## config.mk

```make
export PLATFORM = sky130hd
export DESIGN_NAME = xbus_wait_ctrl
export DESIGN_NICKNAME = d
export VERILOG_FILES = /design/src/rtl/xbus_wait_pkg.sv /design/src/rtl/xbus_wait_counter.sv /design/src/rtl/xbus_wait_seq.sv /design/src/rtl/xbus_wait_pins.sv /design/src/rtl/xbus_wait_ctrl.sv
export SDC_FILE = /design/constraint.sdc
export NUM_CORES = 1
export LEC_CHECK = 0
export CORE_UTILIZATION = 50
export CTS_BUF_LIST = sky130_fd_sc_hd__clkbuf_4 sky130_fd_sc_hd__clkbuf_8 sky130_fd_sc_hd__clkbuf_16
export DETAILED_ROUTE_END_ITERATION = 10
export GPL_TIMING_DRIVEN = 0
export HOLD_SLACK_MARGIN = 0.08
export PLACE_DENSITY = 0.91
export RECOVER_POWER = 25
export SYNTH_ARGS = -nofsm -noshare
export SYNTH_HDL_FRONTEND = slang
export SYNTH_SLANG_ARGS = --single-unit
```

## constraint.sdc

```tcl
create_clock -name clk -period 2.2 [get_ports clk]
set_input_delay 0.55 -clock clk [delete_from_list [all_inputs] [get_ports clk]]
set_output_delay 0.55 -clock clk [all_outputs]
set_load 0.03 [all_outputs]
```

## src/rtl/xbus_wait_pkg.sv

```systemverilog
package xbus_wait_pkg;

   localparam int NUM_SPACES = 3;
   localparam int SPACE_W    = 2;

   localparam logic [SPACE_W-1:0] SP_PROG = 2'b00;
   localparam logic [SPACE_W-1:0] SP_DATA = 2'b01;
   localparam logic [SPACE_W-1:0] SP_IO   = 2'b10;
   localparam logic [SPACE_W-1:0] SP_RSVD = 2'b11;

   typedef enum logic [1:0] {
      PH_IDLE = 2'd0,
      PH_ADDR = 2'd1,
      PH_SOFT = 2'd2,
      PH_EXT  = 2'd3
   } phase_e;

   typedef struct packed {
      logic [SPACE_W-1:0] space;
      logic               wr;
   } acc_t;

endpackage

```

## src/rtl/xbus_wait_counter.sv

```systemverilog
module xbus_wait_counter #(
   parameter int WAIT_W    = 3,
   parameter int READY_MIN = 2
) (
   input  logic              clk,
   input  logic              rst_n,
   input  logic              load,
   input  logic [WAIT_W-1:0] wait_in,
   input  logic              in_addr,
   input  logic              in_soft,
   output logic              zero,
   output logic              soft_last,
   output logic              ext_ok,
   output logic              msc_window
);

   localparam logic [WAIT_W-1:0] MIN_V = WAIT_W'(READY_MIN);

   logic [WAIT_W-1:0] n_q;
   logic [WAIT_W-1:0] idx_q;

   always_ff @(posedge clk or negedge rst_n) begin
      if (!rst_n) begin
         n_q   <= '0;
         idx_q <= '0;
      end else if (load) begin
         n_q   <= wait_in;
         idx_q <= '0;
      end else if (in_addr || (in_soft && !soft_last)) begin
         idx_q <= idx_q + 1'b1;
      end
   end

   assign zero       = (n_q == '0);
   assign soft_last  = (idx_q == n_q);
   assign ext_ok     = (n_q >= MIN_V);
   assign msc_window = in_soft && (idx_q < n_q);

endmodule

```

## src/rtl/xbus_wait_seq.sv

```systemverilog
module xbus_wait_seq
   import xbus_wait_pkg::*;
(
   input  logic               clk,
   input  logic               rst_n,
   input  logic               req,
   input  logic [SPACE_W-1:0] req_space,
   input  logic               req_wr,
   input  logic               ready,
   input  logic               zero,
   input  logic               soft_last,
   input  logic               ext_ok,
   output phase_e             phase,
   output logic               load,
   output acc_t               acc,
   output logic               done
);

   phase_e phase_nxt;
   logic   finish;
   logic   ready_q;
   logic   accept;

   assign accept = (phase == PH_IDLE) && req && (req_space != SP_RSVD);
   assign load   = accept;

   always_comb begin
      phase_nxt = phase;
      finish    = 1'b0;
      unique case (phase)
         PH_IDLE: if (accept) phase_nxt = PH_ADDR;
         PH_ADDR: begin
            if (zero) begin
               phase_nxt = PH_IDLE;
               finish    = 1'b1;
            end else begin
               phase_nxt = PH_SOFT;
            end
         end
         PH_SOFT: begin
            if (soft_last) begin
               if (ext_ok && !ready_q) begin
                  phase_nxt = PH_EXT;
               end else begin
                  phase_nxt = PH_IDLE;
                  finish    = 1'b1;
               end
            end
         end
         PH_EXT: begin
            if (ready_q) begin
               phase_nxt = PH_IDLE;
               finish    = 1'b1;
            end
         end
         default: phase_nxt = PH_IDLE;
      endcase
   end

   always_ff @(posedge clk or negedge rst_n) begin
      if (!rst_n) begin
         phase   <= PH_IDLE;
         done    <= 1'b0;
         ready_q <= 1'b1;
         acc     <= '{space: SP_PROG, wr: 1'b0};
      end else begin
         phase   <= phase_nxt;
         done    <= finish;
         ready_q <= ready;
         if (accept) acc <= '{space: req_space, wr: req_wr};
      end
   end

endmodule

```

## src/rtl/xbus_wait_pins.sv

```systemverilog
module xbus_wait_pins
   import xbus_wait_pkg::*;
(
   input  phase_e                phase,
   input  acc_t                  acc,
   input  logic                  msc_window,
   output logic [NUM_SPACES-1:0] sel_n,
   output logic                  mstrb_n,
   output logic                  iostrb_n,
   output logic                  rw_n,
   output logic                  msc_n
);

   logic active;
   assign active = (phase != PH_IDLE);

   for (genvar s = 0; s < NUM_SPACES; s++) begin : g_sel
      assign sel_n[s] = !(active && (acc.space == SPACE_W'(s)));
   end

   assign mstrb_n  = !(active && (acc.space != SP_IO));
   assign iostrb_n = !(active && (acc.space == SP_IO));
   assign rw_n     = !(active && acc.wr);
   assign msc_n    = !msc_window;

endmodule

```

## src/rtl/xbus_wait_ctrl.sv

```systemverilog
module xbus_wait_ctrl
   import xbus_wait_pkg::*;
#(
   parameter int WAIT_W    = 3,
   parameter int READY_MIN = 2
) (
   input  logic              clk,
   input  logic              rst_n,
   input  logic              req,
   input  logic [1:0]        req_space,
   input  logic              req_wr,
   input  logic [WAIT_W-1:0] wait_cnt,
   input  logic              ready,
   output logic              ps_n,
   output logic              ds_n,
   output logic              is_n,
   output logic              mstrb_n,
   output logic              iostrb_n,
   output logic              rw_n,
   output logic              msc_n,
   output logic              done
);

   localparam int MAX_WAIT = (1 << WAIT_W) - 1;

   if (WAIT_W < 2) begin : g_bad_width
      $error("xbus_wait_ctrl: WAIT_W must be at least 2");
   end
   if (READY_MIN < 1 || READY_MIN > MAX_WAIT) begin : g_bad_min
      $error("xbus_wait_ctrl: READY_MIN outside the wait count range");
   end

   phase_e                phase;
   acc_t                  acc;
   logic                  load;
   logic                  zero;
   logic                  soft_last;
   logic                  ext_ok;
   logic                  msc_window;
   logic [NUM_SPACES-1:0] sel_n;

   xbus_wait_seq u_seq (
      .clk       (clk),
      .rst_n     (rst_n),
      .req       (req),
      .req_space (req_space),
      .req_wr    (req_wr),
      .ready     (ready),
      .zero      (zero),
      .soft_last (soft_last),
      .ext_ok    (ext_ok),
      .phase     (phase),
      .load      (load),
      .acc       (acc),
      .done      (done)
   );

   xbus_wait_counter #(
      .WAIT_W    (WAIT_W),
      .READY_MIN (READY_MIN)
   ) u_cnt (
      .clk        (clk),
      .rst_n      (rst_n),
      .load       (load),
      .wait_in    (wait_cnt),
      .in_addr    (phase == PH_ADDR),
      .in_soft    (phase == PH_SOFT),
      .zero       (zero),
      .soft_last  (soft_last),
      .ext_ok     (ext_ok),
      .msc_window (msc_window)
   );

   xbus_wait_pins u_pins (
      .phase      (phase),
      .acc        (acc),
      .msc_window (msc_window),
      .sel_n      (sel_n),
      .mstrb_n    (mstrb_n),
      .iostrb_n   (iostrb_n),
      .rw_n       (rw_n),
      .msc_n      (msc_n)
   );

   assign ps_n = sel_n[int'(SP_PROG)];
   assign ds_n = sel_n[int'(SP_DATA)];
   assign is_n = sel_n[int'(SP_IO)];

endmodule

```

==> reports/results.ini <==
[cells_and_area]
drive_gt1_share_pct = 27.66
nFillCells = 106
diodes = 0
design_area_um2 = 997.2
fin_nets = 109
syn2layout_area_growth_pct = 29.38

[grt]
grt_antenna_before_repair = 0
grt.total_usage_pct = 26.42
grt_pass1_wl_um = 2725
grt_max_degree = 14
grt_pass1_vias = 670
gr-total-overflow = 0

[route]
routed.top_layer = met4
wl_um = 1790
wl_met3_um = 121
drt-met1-wl_um = 658
detail-route-antenna-nets = 0
wl_met2_um = 963
via_count = 671
first_pass_iters = 6
post_drt_wl_per_cell_um = 16.42
via_per_inst = 6.156
drtIter0Drc = 27
drc = 0

[logic_synthesis]
synthDistinctLibCells = 33
synth_top_family_by_area = simple AND/OR/NAND/NOR gates
ys_warn_count = 0
syn_area_per_cell_um2 = 10.70
synth-seq-cells = 13
synth_xor_area_share_pct = 1.136
synth_compound_gate_area_share_pct = 13.31
synth-seq-area-share_pct = 42.37
netlist_instances = 72
syn-num-nets = 86
synth_fa_ha_area_share_pct = 6.494
synth_simple_gate_area_share_pct = 14.94
synthMuxAreaShare_pct = 14.29
synth_edf_count = 0
synthFlopType = dfrtp_1
netlist_area_um2 = 770.7
ys_async_sr_fraction_pct = 100.0

[critical_path]
critPathArrivalTime_ns = 1.58
slowest_delay_ns = 0.42
critical_path_class = flop to output port
crit_slowest_cell = dfrtp_1
crit_path_cell_trace = buf_6 > nor2_1 > or3_1 > buf_4 > buf_2
rr_startpoint = u_cnt.n_q[2]
start_kind = flop
crit_start = u_seq.phase[1]
cp_max_fo = 10
end_kind = output port
cp.required_ns = 1.65

[min_path]
worstHoldStart = u_cnt.idx_q[2]
worstHoldPathType = flop to flop

[power_and_ir_drop]
p_sw_share_pct = 45.56
clkPwrFrac_pct = 9.2
switchingPower_uw = 810.5
leakage_uw = 0.0004771
combPwrFrac_pct = 63.6
power.density_nw_per_um2 = 1784
p_int_uw = 968.3
sequentialPowerShare_pct = 27.2
ir_drop_mv = 0.8237

[place]
gp_congestion = 0.8900
port_buffers = 17
hpwlAfterDp_um = 1300
placed_area_um2 = 959.7
pre_cts_slack_ns = -0.1597

[sta]
fin_ws_ns = 0.06958
finalCritPeriodShare_pct = 96.84
min_period_ns = 2.130
skew_ns = 0.01048
rsz0062_at_grt = yes
worst_pin_slew_ns = 0.5604
finalSetupViolCount = 0
hold_violations = 0
maxSlewViolCount = 0
fmax_ghz = 0.4694
max_slew_margin_pct = 62.52

[clock_network]
hold_buffers = 0
cts_tree = yes
cts.sinks = 13
htree_levels = 1
clockBufferDepth = 2
clk_pin_slew_ns = 0.08
root_buffer = clkbuf_4
clkLatencyLatePin_ns = 0.29
numCtsBuffers = 3

[floorplanning]
io_pins = 18
die_area_um2 = 1702
start_util_pct = 56.41
core_area_um2 = 1366
fp.dieH_um = 41.26
rows = 13
die_w_um = 41.26

[flow_run]
drv_cap = 0

[outcome]
status = finished clean

## flip-flops by register name (all words and copies together) (netlist names)
| signal | cells |
|---|---|
| u_cnt.idx_q | 3 |
| u_cnt.n_q | 3 |
| u_seq.acc | 3 |
| u_seq.done | 1 |
| u_seq.phase | 2 |
| u_seq.ready_q | 1 |
## cells in the mapped netlist, types with 2 or more instances
cell type,n,share of area (%)
inv_1,6,2.9
o22ai_1,2,1.6
a21oi_1,3,1.9
o21ai_0,3,1.9
nand3_1,4,2.6
nor2_1,3,1.5
or3_1,2,1.6
mux2_4,6,12
buf_6,2,2.9
nand2_1,3,1.5
mux2i_1,2,2.6
ha_1,4,6.5
dfrtp_1,12,39
## through the flow
stage          instances  util [%]  total power, µW  TNS (ns)  hold slack, ns
2_1_floorplan         72         -             1261         0          0.2544
3_3_place_gp         104     70.24             1541   -0.1012          0.4910
3_5_place_dp         104     70.24             1604   -0.2757          0.4922
4_1_cts              109     72.71             1744   -0.1600          0.5067
5_1_grt              109     72.99             1909  -0.01203          0.5356
6_report             109     72.99             1779         0          0.5164
## power by group through the flow
stage,clock network [µW],registers (µW),logic [µW]
2_1_floorplan,0,459,801
3_3_place_gp,0,464,1080
3_5_place_dp,0,476,1130
4_1_cts,164,473,1110
5_1_grt,172,498,1240
6_report,163,484,1130
## logic make-up after synthesis
kind of cell,Yosys count
AND/OR/NAND/NOR,21
AO/OA/AOI/OAI,15
flip-flops,13
buffers and inverters,10
multiplexers,8
adder cells (fa/ha/maj),4
XOR/XNOR,1
## routing by layer
| layer | vias up | GRT usage (%) |
|---|---|---|
| met3 | 10 | 8.696 |
| met1 | 323 | 26.87 |
| met4 | 0 | 16.94 |
| met5 | - | 0 |
| met2 | 33 | 45.70 |
| li1 | 305 | - |
## cell usage in the layout (no fill, tap or decap), types with 3 or more instances in the layout
master / count
dfrtp_1: 11
clkdlybuf4s50_1: 8
inv_1: 6
mux2_4: 6
nand3_1: 4
clkbuf_4: 4
dlygate4sd2_1: 4
buf_6: 3
nor2_1: 3
a21oi_1: 3
nand2_1: 3
ha_1: 3
## final timing paths
kind                                   to  slack [ns]  depth (start not counted)
max in group asynchronous    u_cnt.n_q[1]        1.10                          1
min in group asynchronous  u_cnt.idx_q[0]        0.68                          1
setup / recovery                     is_n        0.07                          5
hold reg to reg            u_cnt.idx_q[2]        0.52                          1
setup reg to reg           u_cnt.idx_q[0]        0.60                          5
hold / removal             u_cnt.idx_q[2]        0.52                          1
## worst max-delay path: cells and delay by family, from the launching register on
family,cells,cell delay (ns)
flip-flops,1,0.42
AND/OR/NAND/NOR,2,0.40
buffers and inverters,3,0.48
## area by class of cell
| class | instances | area, µm² | share of cell area, % |
|---|---|---|---|
| Clock buffer | 4 | 30.03 | 3.011 |
| Sequential cell | 13 | 327.8 | 32.87 |
| Inverter | 6 | 22.52 | 2.258 |
| Buffer | 4 | 41.29 | 4.141 |
| Multi-Input combinational cell | 49 | 399.1 | 40.03 |
| Timing Repair Buffer | 18 | 157.7 | 15.81 |
| Tap cell | 15 | 18.77 | 1.882 |
## repair_timing
| action | in CTS | in global routing |
|---|---|---|
| gates resized for setup | 15 | 7 |
| endpoints found under the setup margin | 7 | 2 |
| hold endpoints to repair | 0 | 0 |
| gates cloned | 0 | 0 |
| buffers inserted | 1 | 0 |
(Power assumes the default switching activity.)
